$ cat src/rtl/actdac_pkg.sv
package actdac_pkg;
  localparam int FRAME_W = 16;
  localparam int CODE_W  = 10;
  localparam int SLOPE_W = 4;
  localparam int BYTE_W  = 8;
  localparam int PD_BIT  = 15;
  localparam int KEY_BIT = 14;
  localparam int CODE_LSB = SLOPE_W;
  localparam int KEY_IN_HI = KEY_BIT - BYTE_W;

  typedef enum logic [2:0] {
    LK_IDLE, LK_ADDR, LK_AACK, LK_WBYTE, LK_WACK, LK_RBYTE, LK_RACK, LK_SKIP
  } link_st_t;

  typedef struct packed {
    logic               pd;
    logic [CODE_W-1:0]  code;
    logic [SLOPE_W-1:0] slope;
  } cmd_t;
endpackage

$ cat src/rtl/actdac_glitch_filter.sv
module actdac_glitch_filter #(
  parameter int SYNC_STAGES = 2,
  parameter int FILT_CYC    = 5
) (
  input  logic clk,
  input  logic rst,
  input  logic din,
  output logic dout
);
  localparam int CW = $clog2(FILT_CYC + 1);

  logic [SYNC_STAGES-1:0] sync_q;
  logic [CW-1:0]          run_q;
  logic                   synced;

  assign synced = sync_q[SYNC_STAGES-1];

  always_ff @(posedge clk) begin
    if (rst) begin
      sync_q <= '1;
      run_q  <= '0;
      dout   <= 1'b1;
    end else begin
      sync_q <= {sync_q[SYNC_STAGES-2:0], din};
      if (synced == dout) begin
        run_q <= '0;
      end else if (run_q == CW'(FILT_CYC - 1)) begin
        dout  <= synced;
        run_q <= '0;
      end else begin
        run_q <= run_q + 1'b1;
      end
    end
  end
endmodule

$ cat src/rtl/actdac_bus_events.sv
module actdac_bus_events (
  input  logic clk,
  input  logic rst,
  input  logic scl,
  input  logic sda,
  output logic start_p,
  output logic stop_p,
  output logic rise_p,
  output logic fall_p
);
  logic scl_q, sda_q;

  always_ff @(posedge clk) begin
    if (rst) begin
      scl_q <= 1'b1;
      sda_q <= 1'b1;
    end else begin
      scl_q <= scl;
      sda_q <= sda;
    end
  end

  always_comb begin
    start_p = scl_q && scl && sda_q && !sda;
    stop_p  = scl_q && scl && !sda_q && sda;
    rise_p  = !scl_q && scl;
    fall_p  = scl_q && !scl;
  end
endmodule

$ cat src/rtl/actdac_link_fsm.sv
module actdac_link_fsm
  import actdac_pkg::*;
#(
  parameter logic [6:0] DEV_ADDR = 7'h0C
) (
  input  logic clk,
  input  logic rst,
  input  logic start_p,
  input  logic stop_p,
  input  logic rise_p,
  input  logic fall_p,
  input  logic sda_f,
  output logic sda_oe_o,
  output logic cmd_vld_o,
  output cmd_t cmd_o
);
  link_st_t            st_q;
  logic [3:0]          bit_q;
  logic [BYTE_W-1:0]   sh_q, hi_q, tx_q, nxt_tx;
  logic [FRAME_W-1:0]  inreg_q;
  logic                byte_q, rd_q;

  assign nxt_tx = byte_q ? '0 : inreg_q[BYTE_W-1:0];

  always_ff @(posedge clk) begin
    if (rst) begin
      st_q      <= LK_IDLE;
      bit_q     <= '0;
      sh_q      <= '0;
      hi_q      <= '0;
      tx_q      <= '0;
      inreg_q   <= '0;
      byte_q    <= 1'b0;
      rd_q      <= 1'b0;
      sda_oe_o  <= 1'b0;
      cmd_vld_o <= 1'b0;
      cmd_o     <= '0;
    end else begin
      cmd_vld_o <= 1'b0;
      if (start_p || stop_p) begin
        if (rd_q) inreg_q <= '0;
        rd_q     <= 1'b0;
        sda_oe_o <= 1'b0;
        bit_q    <= '0;
        byte_q   <= 1'b0;
        st_q     <= start_p ? LK_ADDR : LK_IDLE;
      end else begin
        case (st_q)
          LK_ADDR, LK_WBYTE: begin
            if (rise_p && bit_q != 4'd8) begin
              sh_q  <= {sh_q[BYTE_W-2:0], sda_f};
              bit_q <= bit_q + 1'b1;
            end else if (fall_p && bit_q == 4'd8) begin
              bit_q <= '0;
              if (st_q == LK_ADDR) begin
                if (sh_q[7:1] == DEV_ADDR) begin
                  sda_oe_o <= 1'b1;
                  rd_q     <= sh_q[0];
                  st_q     <= LK_AACK;
                end else begin
                  st_q <= LK_SKIP;
                end
              end else begin
                sda_oe_o <= 1'b1;
                st_q     <= LK_WACK;
                if (!byte_q) begin
                  hi_q <= sh_q;
                end else begin
                  inreg_q <= {hi_q, sh_q};
                  if (hi_q[KEY_IN_HI]) begin
                    cmd_vld_o   <= 1'b1;
                    cmd_o.pd    <= hi_q[PD_BIT-BYTE_W];
                    cmd_o.code  <= {hi_q[CODE_W-BYTE_W+CODE_LSB-1:0], sh_q[BYTE_W-1:CODE_LSB]};
                    cmd_o.slope <= sh_q[SLOPE_W-1:0];
                  end
                end
              end
            end
          end
          LK_AACK: begin
            if (fall_p) begin
              byte_q <= 1'b0;
              if (rd_q) begin
                tx_q     <= inreg_q[FRAME_W-1:BYTE_W];
                sda_oe_o <= !inreg_q[FRAME_W-1];
                st_q     <= LK_RBYTE;
              end else begin
                sda_oe_o <= 1'b0;
                st_q     <= LK_WBYTE;
              end
            end
          end
          LK_WACK: begin
            if (fall_p) begin
              sda_oe_o <= 1'b0;
              if (!byte_q) begin
                byte_q <= 1'b1;
                st_q   <= LK_WBYTE;
              end else begin
                st_q <= LK_SKIP;
              end
            end
          end
          LK_RBYTE: begin
            if (rise_p) begin
              bit_q <= bit_q + 1'b1;
            end else if (fall_p) begin
              if (bit_q == 4'd8) begin
                bit_q    <= '0;
                sda_oe_o <= 1'b0;
                st_q     <= LK_RACK;
              end else begin
                tx_q     <= {tx_q[BYTE_W-2:0], 1'b0};
                sda_oe_o <= !tx_q[BYTE_W-2];
              end
            end
          end
          LK_RACK: begin
            if (rise_p) begin
              if (sda_f) st_q <= LK_SKIP;
              else       bit_q <= 4'd1;
            end else if (fall_p && bit_q == 4'd1) begin
              bit_q    <= '0;
              tx_q     <= nxt_tx;
              sda_oe_o <= !nxt_tx[BYTE_W-1];
              byte_q   <= 1'b1;
              st_q     <= LK_RBYTE;
            end
          end
          default: ;
        endcase
      end
    end
  end
endmodule

$ cat src/rtl/actdac_i2c_slave.sv
module actdac_i2c_slave
  import actdac_pkg::*;
#(
  parameter logic [6:0] DEV_ADDR = 7'h0C,
  parameter int FILT_CYC         = 5,
  parameter int SYNC_STAGES      = 2,
  parameter bit SHDN_ACTIVE_HIGH = 1'b0
) (
  input  logic               clk,
  input  logic               rst,
  input  logic               scl_i,
  input  logic               sda_i,
  input  logic               shdn_i,
  output logic               sda_oe_o,
  output logic [CODE_W-1:0]  dac_code_o,
  output logic [SLOPE_W-1:0] slope_o,
  output logic               soft_pd_o,
  output logic               out_en_o
);
  localparam int LINES = 2;

  logic [LINES-1:0] raw_w, filt_w;
  logic start_p, stop_p, rise_p, fall_p;
  logic cmd_vld;
  cmd_t cmd_new, cmd_q;
  logic shdn_act;

  assign raw_w = {sda_i, scl_i};

  for (genvar gi = 0; gi < LINES; gi++) begin : g_line
    actdac_glitch_filter #(
      .SYNC_STAGES(SYNC_STAGES),
      .FILT_CYC   (FILT_CYC)
    ) u_filt (
      .clk (clk),
      .rst (rst),
      .din (raw_w[gi]),
      .dout(filt_w[gi])
    );
  end

  actdac_bus_events u_events (
    .clk    (clk),
    .rst    (rst),
    .scl    (filt_w[0]),
    .sda    (filt_w[1]),
    .start_p(start_p),
    .stop_p (stop_p),
    .rise_p (rise_p),
    .fall_p (fall_p)
  );

  actdac_link_fsm #(.DEV_ADDR(DEV_ADDR)) u_link (
    .clk      (clk),
    .rst      (rst),
    .start_p  (start_p),
    .stop_p   (stop_p),
    .rise_p   (rise_p),
    .fall_p   (fall_p),
    .sda_f    (filt_w[1]),
    .sda_oe_o (sda_oe_o),
    .cmd_vld_o(cmd_vld),
    .cmd_o    (cmd_new)
  );

  always_ff @(posedge clk) begin
    if (rst)          cmd_q <= '0;
    else if (cmd_vld) cmd_q <= cmd_new;
  end

  if (SHDN_ACTIVE_HIGH) begin : g_shdn_hi
    assign shdn_act = shdn_i;
  end else begin : g_shdn_lo
    assign shdn_act = !shdn_i;
  end

  assign dac_code_o = cmd_q.code;
  assign slope_o    = cmd_q.slope;
  assign soft_pd_o  = cmd_q.pd;
  assign out_en_o   = !cmd_q.pd && !shdn_act;
endmodule

$ cat config.mk
export PLATFORM = sky130hd
export DESIGN_NAME = actdac_i2c_slave
export DESIGN_NICKNAME = d
export VERILOG_FILES = /design/src/rtl/actdac_pkg.sv /design/src/rtl/actdac_glitch_filter.sv /design/src/rtl/actdac_bus_events.sv /design/src/rtl/actdac_link_fsm.sv /design/src/rtl/actdac_i2c_slave.sv
export SDC_FILE = /design/constraint.sdc
export NUM_CORES = 1
export LEC_CHECK = 0
export BUFFER_PORTS_ARGS = -buffer_cell sky130_fd_sc_hd__clkbuf_2
export CAP_MARGIN = 20
export CORE_MARGIN = 3
export CORE_UTILIZATION = 50
export CTS_CLUSTER_DIAMETER = 50
export DETAILED_ROUTE_END_ITERATION = 16
export GPL_ROUTABILITY_DRIVEN = 0
export PLACE_DENSITY = 0.8
export SYNTH_ARGS = -nofsm -noshare
export SYNTH_HDL_FRONTEND = slang
export SYNTH_SLANG_ARGS = --single-unit
$ cat constraint.sdc
create_clock -name clk -period 2.17 [get_ports clk]
set_clock_uncertainty 0.1 [all_clocks]
set_input_delay 0.3255 -clock clk [delete_from_list [all_inputs] [get_ports clk]]
set_output_delay 0.3255 -clock clk [all_outputs]
set_load 0.01 [all_outputs]
; After elaboration in Yosys (flattened, before gate mapping)
; Cells that the tools add are included.
[totals]
reg_bits = 94
input_bits = 5
output_inout_bits = 17
elab_cells = 182
[classes]
addsub = 3
n_eq_ne = 42
muxes = 60
bitwise_logic = 8
n_reduce_logical = 45
[ops]
columns = cell, count
row1 = $mux W16, 7
row2 = $mux W7, 7
row3 = $mux W3, 15
row4 = $mux W4, 8
row5 = $ne A3 B1 Y1 const B, 9
row6 = $pmux W7 S3, 1
row7 = $reduce_and A10 Y1, 2
row8 = $ne A2 B1 Y1 const B, 9
row9 = $reduce_and A6 Y1, 3
row10 = $mux W1, 17
row11 = $eq A3 B3 Y1 const B, 5
row12 = $pmux W3 S5, 1
row13 = $pmux W4 S3, 1
row14 = $logic_and A1 B1 Y1, 11
row15 = $reduce_and A5 Y1, 2
row16 = $ne A3 B3 Y1 const B, 3
row17 = $reduce_and A9 Y1, 1
row18 = $reduce_bool A3 Y1, 3
row19 = $logic_not A1 Y1, 8
row20 = $mux W8, 1
row21 = $ne A2 B2 Y1 const B, 4
row22 = $ne A4 B4 Y1 const B, 2
row23 = $not A1 Y1, 8
row24 = $eq A7 B4 Y1 const B, 1
row25 = other kinds (21), 29

; Longest topological paths before layout
; Gate-level depths: netlist of run 1.
[logic_depth]
word_depth = 7
mapped_depth = 9
mapped_depth_nobuf = 7

; Cells and area by module
; Synthesis of run 1 repeated with hierarchy kept, for this count alone.
[unflattened]
cells_unflattened = 457
area_unflattened_um2 = 4117.7
[by_module_without_submodules]
columns = module, n_inst, cells_per_inst, area_each_um2, seq_area_each_um2
row1 = actdac_link_fsm, 1, 358, 3004.1, 1301.2
row2 = actdac_i2c_slave, 1, 49, 548.0, 300.3
row3 = actdac_glitch_filter, 2, 21, 240.2, 120.1
row4 = actdac_bus_events, 1, 8, 85.1, 40.0

; Worst setup path after synthesis of run 1
; OpenSTA, ideal clock, no wires.
[synth_path]
path_kind = reg-to-reg
start = register g_line[0].u_filt.dout
end = register u_link.cmd_o[10] (netlist bit)
setup_ns = 0.132
arrival_ns = 1.796
t_required_ns = 1.938
path_slack_ns = 0.142
path_stages_with_launch = 9
path_buffers = 1
period_less_slack_ns = 2.028
path_cell_list = dfxtp_1 -> inv_1 -> ha_1 -> nand4b_1 -> a2111oi_4 -> nand3_2 -> buf_2 -> nand2_1 -> a21oi_1
[synth_between]
elab_chain_cells = 6
word_cells_on_any_way = 14
cone_classes = bitwise (2) / reduce/logical (12)
[synth_rtl]
columns = element, line
row1 = from (decl), actdac_glitch_filter.sv:8  ; output logic dout
row2 = from (signal assigned), actdac_glitch_filter.sv:28  ; dout <= synced;
row3 = $logic_and A1 B1 Y1, "actdac_bus_events.sv:24, actdac_bus_events.sv:25"
row4 = "$logic_and A1 B1 Y1, on equally long branches (2 in a row)", "actdac_bus_events.sv:24, actdac_bus_events.sv:25"
row5 = $logic_or A1 B1 Y1, actdac_link_fsm.sv:40  ; if (start_p || stop_p) begin
row6 = $not A1 Y1 (no line), -
row7 = $reduce_and A7 Y1 (no line) (*), -
row8 = to (decl), actdac_link_fsm.sv:15  ; output cmd_t cmd_o
; Every way passes the cells marked *; elsewhere a longest branch is shown, timed or not.
; A chain may end at the register's enable or synchronous reset.

; Worst setup path in the final report of run 1
[layout_path]
start = register u_link.bit_q[0]
end = register u_link.cmd_o[5] (netlist bit)
[layout_between]
elab_chain_cells = 4
word_cells_on_any_way = 6
cone_classes = eq/ne (2) / bitwise (1) / reduce/logical (3)
[layout_rtl]
columns = element, line
row1 = from (decl), actdac_link_fsm.sv:18  ; logic [3:0] bit_q;
row2 = from (signal assigned), actdac_link_fsm.sv:52  ; bit_q <= bit_q + 1'b1;
row3 = from (signal assigned), actdac_link_fsm.sv:106  ; bit_q <= bit_q + 1'b1;
row4 = $ne A4 B4 Y1, actdac_link_fsm.sv:50  ; if (rise_p && bit_q != 4'd8) begin
row5 = $logic_and A1 B1 Y1, actdac_link_fsm.sv:50
row6 = $not A1 Y1 (no line), -
row7 = $reduce_and A7 Y1 (no line) (*), -
; Marked as above.

==> results of run 1 <==
-- final timing paths --
kind | startpoint | endpoint | slack (ns) | cells past startpoint
hold / removal | sda_i | g_line[1].u_filt.sync_q[0] | 0.05 | 2
setup reg to reg | u_link.bit_q[0] | u_link.cmd_o[5] | -0.005 | 9
hold reg to reg | g_line[0].u_filt.sync_q[0] | g_line[0].u_filt.sync_q[1] | 0.31 | 1
setup / recovery | u_link.bit_q[0] | u_link.cmd_o[5] | -0.005 | 9
-- power by group through the flow --
stage	combinational (mW)	sequential, mW	clock, mW
2_1_floorplan	0.0323	1.77	0
3_3_place_gp	0.0446	1.77	0
3_5_place_dp	0.0455	1.77	0
4_1_cts	0.0455	1.73	1.13
5_1_grt	0.0514	1.73	1.21
6_report	0.0460	1.73	1.11
-- metal layers --
metal | wire length, microns | GRT usage (%)
met5 | 0 | 0
met4 | 185 | 6.62
met3 | 560 | 3.40
met2 | 4690 | 30.6
met1 | 4220 | 25.2
-- logic make-up (layout without fill, tap and decap cells) --
family	Yosys count	count (layout)	synth area share (%)
AO/OA/AOI/OAI	106	107	15.7
XOR/XNOR	3	3	0.609
flip-flops	94	94	43.6
buffers and inverters	46	76	5.31
adder cells (fa/ha/maj)	10	10	2.90
multiplexers	43	43	9.98
AND/OR/NAND/NOR	182	182	21.9
-- sequential cells by signal, summed over array words and instances, names as in the netlist --
register / flops
dac_code_o: 10
g_line.u_filt.dout: 2
g_line.u_filt.run_q: 6
g_line.u_filt.sync_q: 4
slope_o: 4
soft_pd_o: 1
u_events.scl_q: 1
u_events.sda_q: 1
u_link.bit_q: 4
u_link.byte_q: 1
u_link.cmd_o: 15
u_link.cmd_vld_o: 1
u_link.hi_q: 8
u_link.inreg_q: 16
u_link.rd_q: 1
u_link.sda_oe_o: 1
u_link.sh_q: 8
u_link.st_q: 3
u_link.tx_q: 7
-- through the flow --
step | cells | setup WS [ns] | setup TNS (ns)
after floorplan | 484 | 0.142 | 0
after global placement | 596 | 0.0584 | 0
after detailed placement | 596 | -0.0544 | -0.0953
after CTS | 612 | 0.00109 | 0
after global routing | 620 | -0.0655 | -0.505
final | 620 | -0.00468 | -0.00468
-- final cells by class --
cell class | count | area, sq um
fill | 679 | 3380
multi-input combinational | 345 | 2310
sequential | 94 | 1890
timing repair buffer | 47 | 350
tap | 105 | 131
clock buffer | 9 | 124
clock inverter | 7 | 65.1
inverter | 13 | 48.8
-- repair_timing --
action | 4_1_cts | 5_1_grt
pin swaps | 0 | 6
cloned | 0 | 1
gates resized for setup | 2 | 24
buffers inserted | 0 | 7
setup endpoints to repair | 3 | 28
-- cell usage in the layout (no fill, tap or decap), types with 4 or more instances in the layout --
cell and count:
inv_1 10, and3_1 6, nand2b_1 6, buf_12 4
nor2_1 51, mux2i_1 42, or3_1 6, nand2_1 37
nor2b_1 4, clkbuf_8 9, dfxtp_1 91, o21ai_0 14
or2_2 6, nand3_1 33, a21oi_1 51, a22o_1 12
ha_1 7, buf_4 22, clkbuf_2 21
-- critical path, stage by stage (launching register included) --
cell and delay (ns):
dfxtp_4 0.38, inv_2 0.07, ha_4 0.14, nand4b_1 0.24, a2111oi_4 0.43, buf_4 0.19, nand3_4 0.08, buf_12 0.18
mux2i_1 0.17, nor2_1 0.06
==> impl_metrics.yaml, run 1 <==
timing:
  min_period_ns: 2.17
  hold-worst-slack_ns: 0.0460
  fin_crit_sh_pct: 100
  grt_setup_unrepaired: "true"
  tightest_slew_ns: 0.511
  max_slew_margin_pct: 65.8
  report.final.slew_viol_count: 0
  setup_viol: 1
  max_clock_freq_mhz: 460
  hold_violations: 0
  setup_ws_ns: -0.00468
die:
  die_area_sq_mm: 0.00978
  fp-row-count: 33
  core_region_area_sq_mm: 0.00830
  initial_core_util_pct: 52.0
  ios: 22
  dieHeight_microns: 98.9
  dieWidth_microns: 98.9
pwr:
  power_mw: 2.89
  p_sw_share_pct: 24.4
  p_per_area_mw_per_mm2: 587
  power_frac_comb_pct: 1.6
  power_frac_seq_pct: 59.9
  intPower_mw: 2.18
  p_leak_nw: 1.79
  peakVddDrop_mv: 0.594
  pwr-share-clk_pct: 38.5
  power.switching_mw: 0.705
synthesis:
  syn_area_sq_mm: 0.00431
  synth-seq-cells: 94
  synth.distinct_cells: 61
  synth-seq-area-share_pct: 43.6
  ys_warn_count: 0
  synth_nets: 499
  synth_area_leaders: "dfxtp_1 44%, mux2i_1 10%, a21oi_1 6.1%, nor2_1 4.5%, nand3_1 3.8%"
  yosysTopAreaCellShare_pct: 43.6
  synth_edf_count: 0
  yosysMostFrequentCell: "dfxtp_1"
  synth_commonest_cells: "94 x dfxtp_1, 53 x a21oi_1, 52 x nor2_1"
  async_reset_ff_share_pct: 0
  synthCells: 484
  synth_ff_type: "dfxtp_1"
  avgSynthCellArea_sq_um: 8.91
  yosysTopAreaCell: "dfxtp_1"
placed_design:
  port_buffers: 21
  placed_area_sq_mm: 0.00456
  dpl.hpwl_microns: 6290
detailed_routing:
  route.detailed.wl_per_inst_microns: 15.6
  drt-pass1-iter-count: 5
  via_per_inst: 5.87
  first_iter_violations: 357
  drtAntennaViolNets: 0
  remaining_drc_errors: 0
  drt-total-wl_microns: 9660
  via_count: 3641
clock_tree:
  cts_tree: "done"
  holdBufCountCts: 0
  cts.clk_slew.worst_paths_ns: 0.10
  ctsRootBufferMaster: "clkbuf_8"
  clk_latency_ns: 0.36
  cts_max_level: 3
  cts.sinks: 94
  cts_buffer_depth: 2
  cts_made_buffers: 9
layout:
  nets: 525
  fin_area_sq_mm: 0.00492
  area_growth_pct: 14.0
  drive_above_1_share_pct: 19.6
  diodes: 0
  final_util_pct: 59.3
run_status:
  outcome: "complete, but fails checks"
  violations: "negative setup slack"
worst_setup_path:
  endpoint_kind: "register"
  cp.arrival_ns: 2.31
  required_ns: 2.31
  crit_path_max_fanout: 16
  startpoint_type: "register"
  crit_type: "reg2reg"
global_routing:
  overflow: 0
  antenna_found_initial: 0
  grt_pass1_vias: 3229
  grt_pass1_wl_microns: 15300
  grt_max_degree: 73
  track_usage_pct: 18.8
hold_path:
  hold_path_class: "in2reg"
flow_run:
  maxCapViolations: 0
Note: power is estimated with default switching activity, not from simulation.
==> run 2, diff against run 1 <==
--- a/config.mk
+++ b/config.mk
@@ -5,14 +5,14 @@
 export SDC_FILE = /design/constraint.sdc
 export NUM_CORES = 1
 export LEC_CHECK = 0
-export BUFFER_PORTS_ARGS = -buffer_cell sky130_fd_sc_hd__clkbuf_2
 export CAP_MARGIN = 20
 export CORE_MARGIN = 3
 export CORE_UTILIZATION = 50
 export CTS_CLUSTER_DIAMETER = 50
 export DETAILED_ROUTE_END_ITERATION = 16
+export DONT_BUFFER_PORTS = 1
 export GPL_ROUTABILITY_DRIVEN = 0
-export PLACE_DENSITY = 0.8
+export PLACE_DENSITY = 0.78
 export SYNTH_ARGS = -nofsm -noshare
 export SYNTH_HDL_FRONTEND = slang
 export SYNTH_SLANG_ARGS = --single-unit
==> run 2 against run 1 <==
- the run now ends clean
- critical path depth shrank 1
- register-to-register slack improved by 0.06 ns
- first-iteration DRC count fell by 38%
- worst hold slack worse by 0.0037 ns
- die area is the same
- clock power up 11%
- core utilization fell by 1.0 points
- via count down 6.0%
- combinational power down 0.9%
- sequential share of layout area grew 0.77 points
- sequential power about the same
- global-route usage decreased by 0.27 points
- critical path type unchanged
==> impl_metrics.yaml, run 2 (synthesis gave the netlist of run 1 again) <==
run_status:
  outcome: "completed"
layout:
  area_growth_pct: 12.1
  drive_above_1_share_pct: 15.3
  largest_reg_flops: 16
  stdcell_count: 596
  layout_common_cells: "89 x dfxtp_1, 52 x nor2_1, 51 x a21oi_1, 43 x mux2i_1, 37 x nand2_1"
  diodes: 0
  top_register: "u_link.inreg_q"
  fillers: 681
  fin_area_sq_mm: 0.00484
  nets: 501
  mostFrequentLayoutCell: "dfxtp_1"
timing:
  setup_viol: 0
  hold-worst-slack_ns: 0.0423
  max_slew_margin_pct: 65.2
  min_period_ns: 2.11
  fin_crit_sh_pct: 97.3
  tightest_slew_ns: 0.520
  report.final.slew_viol_count: 0
  max_clock_freq_mhz: 474
  hold_violations: 0
worst_setup_path:
  cp.arrival_ns: 2.31
  endpoint_kind: "register"
  required_ns: 2.36
  startpoint_type: "register"
  worstReg2RegEnd: "u_link.cmd_o[9]"
  crit_end: "u_link.cmd_o[9]"
  crit_path_max_fanout: 12
  startpoint: "u_link.bit_q[0]"
  r2r_cells: 8
  r2r_setup_slack_ns: 0.06
  crit_type: "reg2reg"
  rr_startpoint: "u_link.bit_q[0]"
detailed_routing:
  first_iter_violations: 220
  via_per_inst: 5.74
  drtAntennaViolNets: 0
  route.detailed.wl_per_inst_microns: 15.3
  via_count: 3421
  drt-total-wl_microns: 9140
  remaining_drc_errors: 0
  drt-pass1-iter-count: 5
global_routing:
  grt_max_degree: 78
  overflow: 0
  antenna_found_initial: 0
  grt_pass1_wl_microns: 15100
  track_usage_pct: 18.6
  grt_pass1_vias: 3181
clock_tree:
  cts.clk_slew.worst_paths_ns: 0.10
  cts.sinks: 94
  ctsRootBufferMaster: "clkbuf_8"
  cts_max_level: 3
  cts_made_buffers: 9
  cts_tree: "done"
  clk_latency_ns: 0.37
  cts_buffer_depth: 2
hold_path:
  min_path_cells: 2
  hold_path_class: "in2reg"
die:
  initial_core_util_pct: 52.0
  core_region_area_sq_mm: 0.00830
  dieHeight_microns: 98.9
  die_area_sq_mm: 0.00978
  fp-row-count: 33
  ios: 22
  dieWidth_microns: 98.9
pwr:
  p_leak_nw: 1.70
  p_per_area_mw_per_mm2: 621
  peakVddDrop_mv: 0.690
placed_design:
  placed_area_sq_mm: 0.00445
  port_buffers: 0
  dp.cells: 574
  dpl.hpwl_microns: 6100
flow_run:
  maxCapViolations: 0
[run 2: changes by cell type in the layout (fill, tap and decap cells not counted), sizes merged]
cell | before | now
o211ai | 4 | 3
buf | 26 | 21
bufinv | 0 | 1
dlygate4sd3 | 0 | 2
clkinv | 3 | 2
clkbuf | 30 | 10
[run 2: repair_timing]
action	CTS	global route
hold buffers	3	0
setup endpoints to repair	5	41
cloned	0	1
resized for setup	3	24
setup buffers	0	3
pin swaps	0	7
endpoints found under the hold margin	77	0
[run 2: routing by layer]
layer	wire length, microns	part of all wire, %	global-route usage [%]	vias to the layer above
met2	4220	46	28.6	103
met1	4280	47	25.6	1598
met4	192	2.1	8.72	0
met3	443	4.8	2.90	17
met5	0	0	0	-
li1	-	-	-	1703
[run 2: worst min-delay path by stage]
| stage | startpoint | to | slack (ns) |
|---|---|---|---|
| after detailed placement | g_line[0].u_filt.sync_q[0] | g_line[0].u_filt.sync_q[1] | 0.29 |
| after floorplan | g_line[0].u_filt.sync_q[0] | g_line[0].u_filt.sync_q[1] | 0.29 |
| after global routing | rst | g_line[0].u_filt.dout | 0.05 |
| after CTS | rst | u_events.scl_q | 0.03 |
| final | rst | u_events.scl_q | 0.04 |
| after global placement | g_line[1].u_filt.sync_q[0] | g_line[1].u_filt.sync_q[1] | 0.29 |
[run 2: area by class of cell]
type	instances	area [sq um]	area share, %
flip-flops and latches	94	1890	39.1
repair buffers	24	264	5.46
multi-input cells	344	2280	47.1
clock inverters	7	91.3	1.89
inverters	13	53.8	1.11
clock buffers	9	124	2.56
well taps	105	131	2.72
[run 2: report_power, final]
group / internal (mW) / leakage, nW / switching [mW]
sequential: 1.73 / 0.759 / 0.00196
clock: 0.560 / 0.105 / 0.667
combinational: 0.0146 / 0.833 / 0.0311
[run 2: critical path, stage by stage, from the launching register on]
cell and delay [ns]:
dfxtp_4 0.38, inv_4 0.06, ha_4 0.14, nand4b_1 0.21, a2111oi_4 0.49, and2_4 0.26, buf_12 0.14, nand3_1 0.10
a21oi_2 0.15
[run 2: metrics by stage]
step           worst slack (ns)  utilization, %  setup TNS, ns  power (mW)
2_1_floorplan             0.142               -              0        1.80
3_3_place_gp             0.0256            53.6              0        1.79
3_5_place_dp            -0.0382            53.6        -0.0740        1.79
4_1_cts                  0.0215            56.9              0        3.03
5_1_grt                 -0.0421            58.3         -0.431        3.08
6_report                 0.0582            58.3              0        3.00
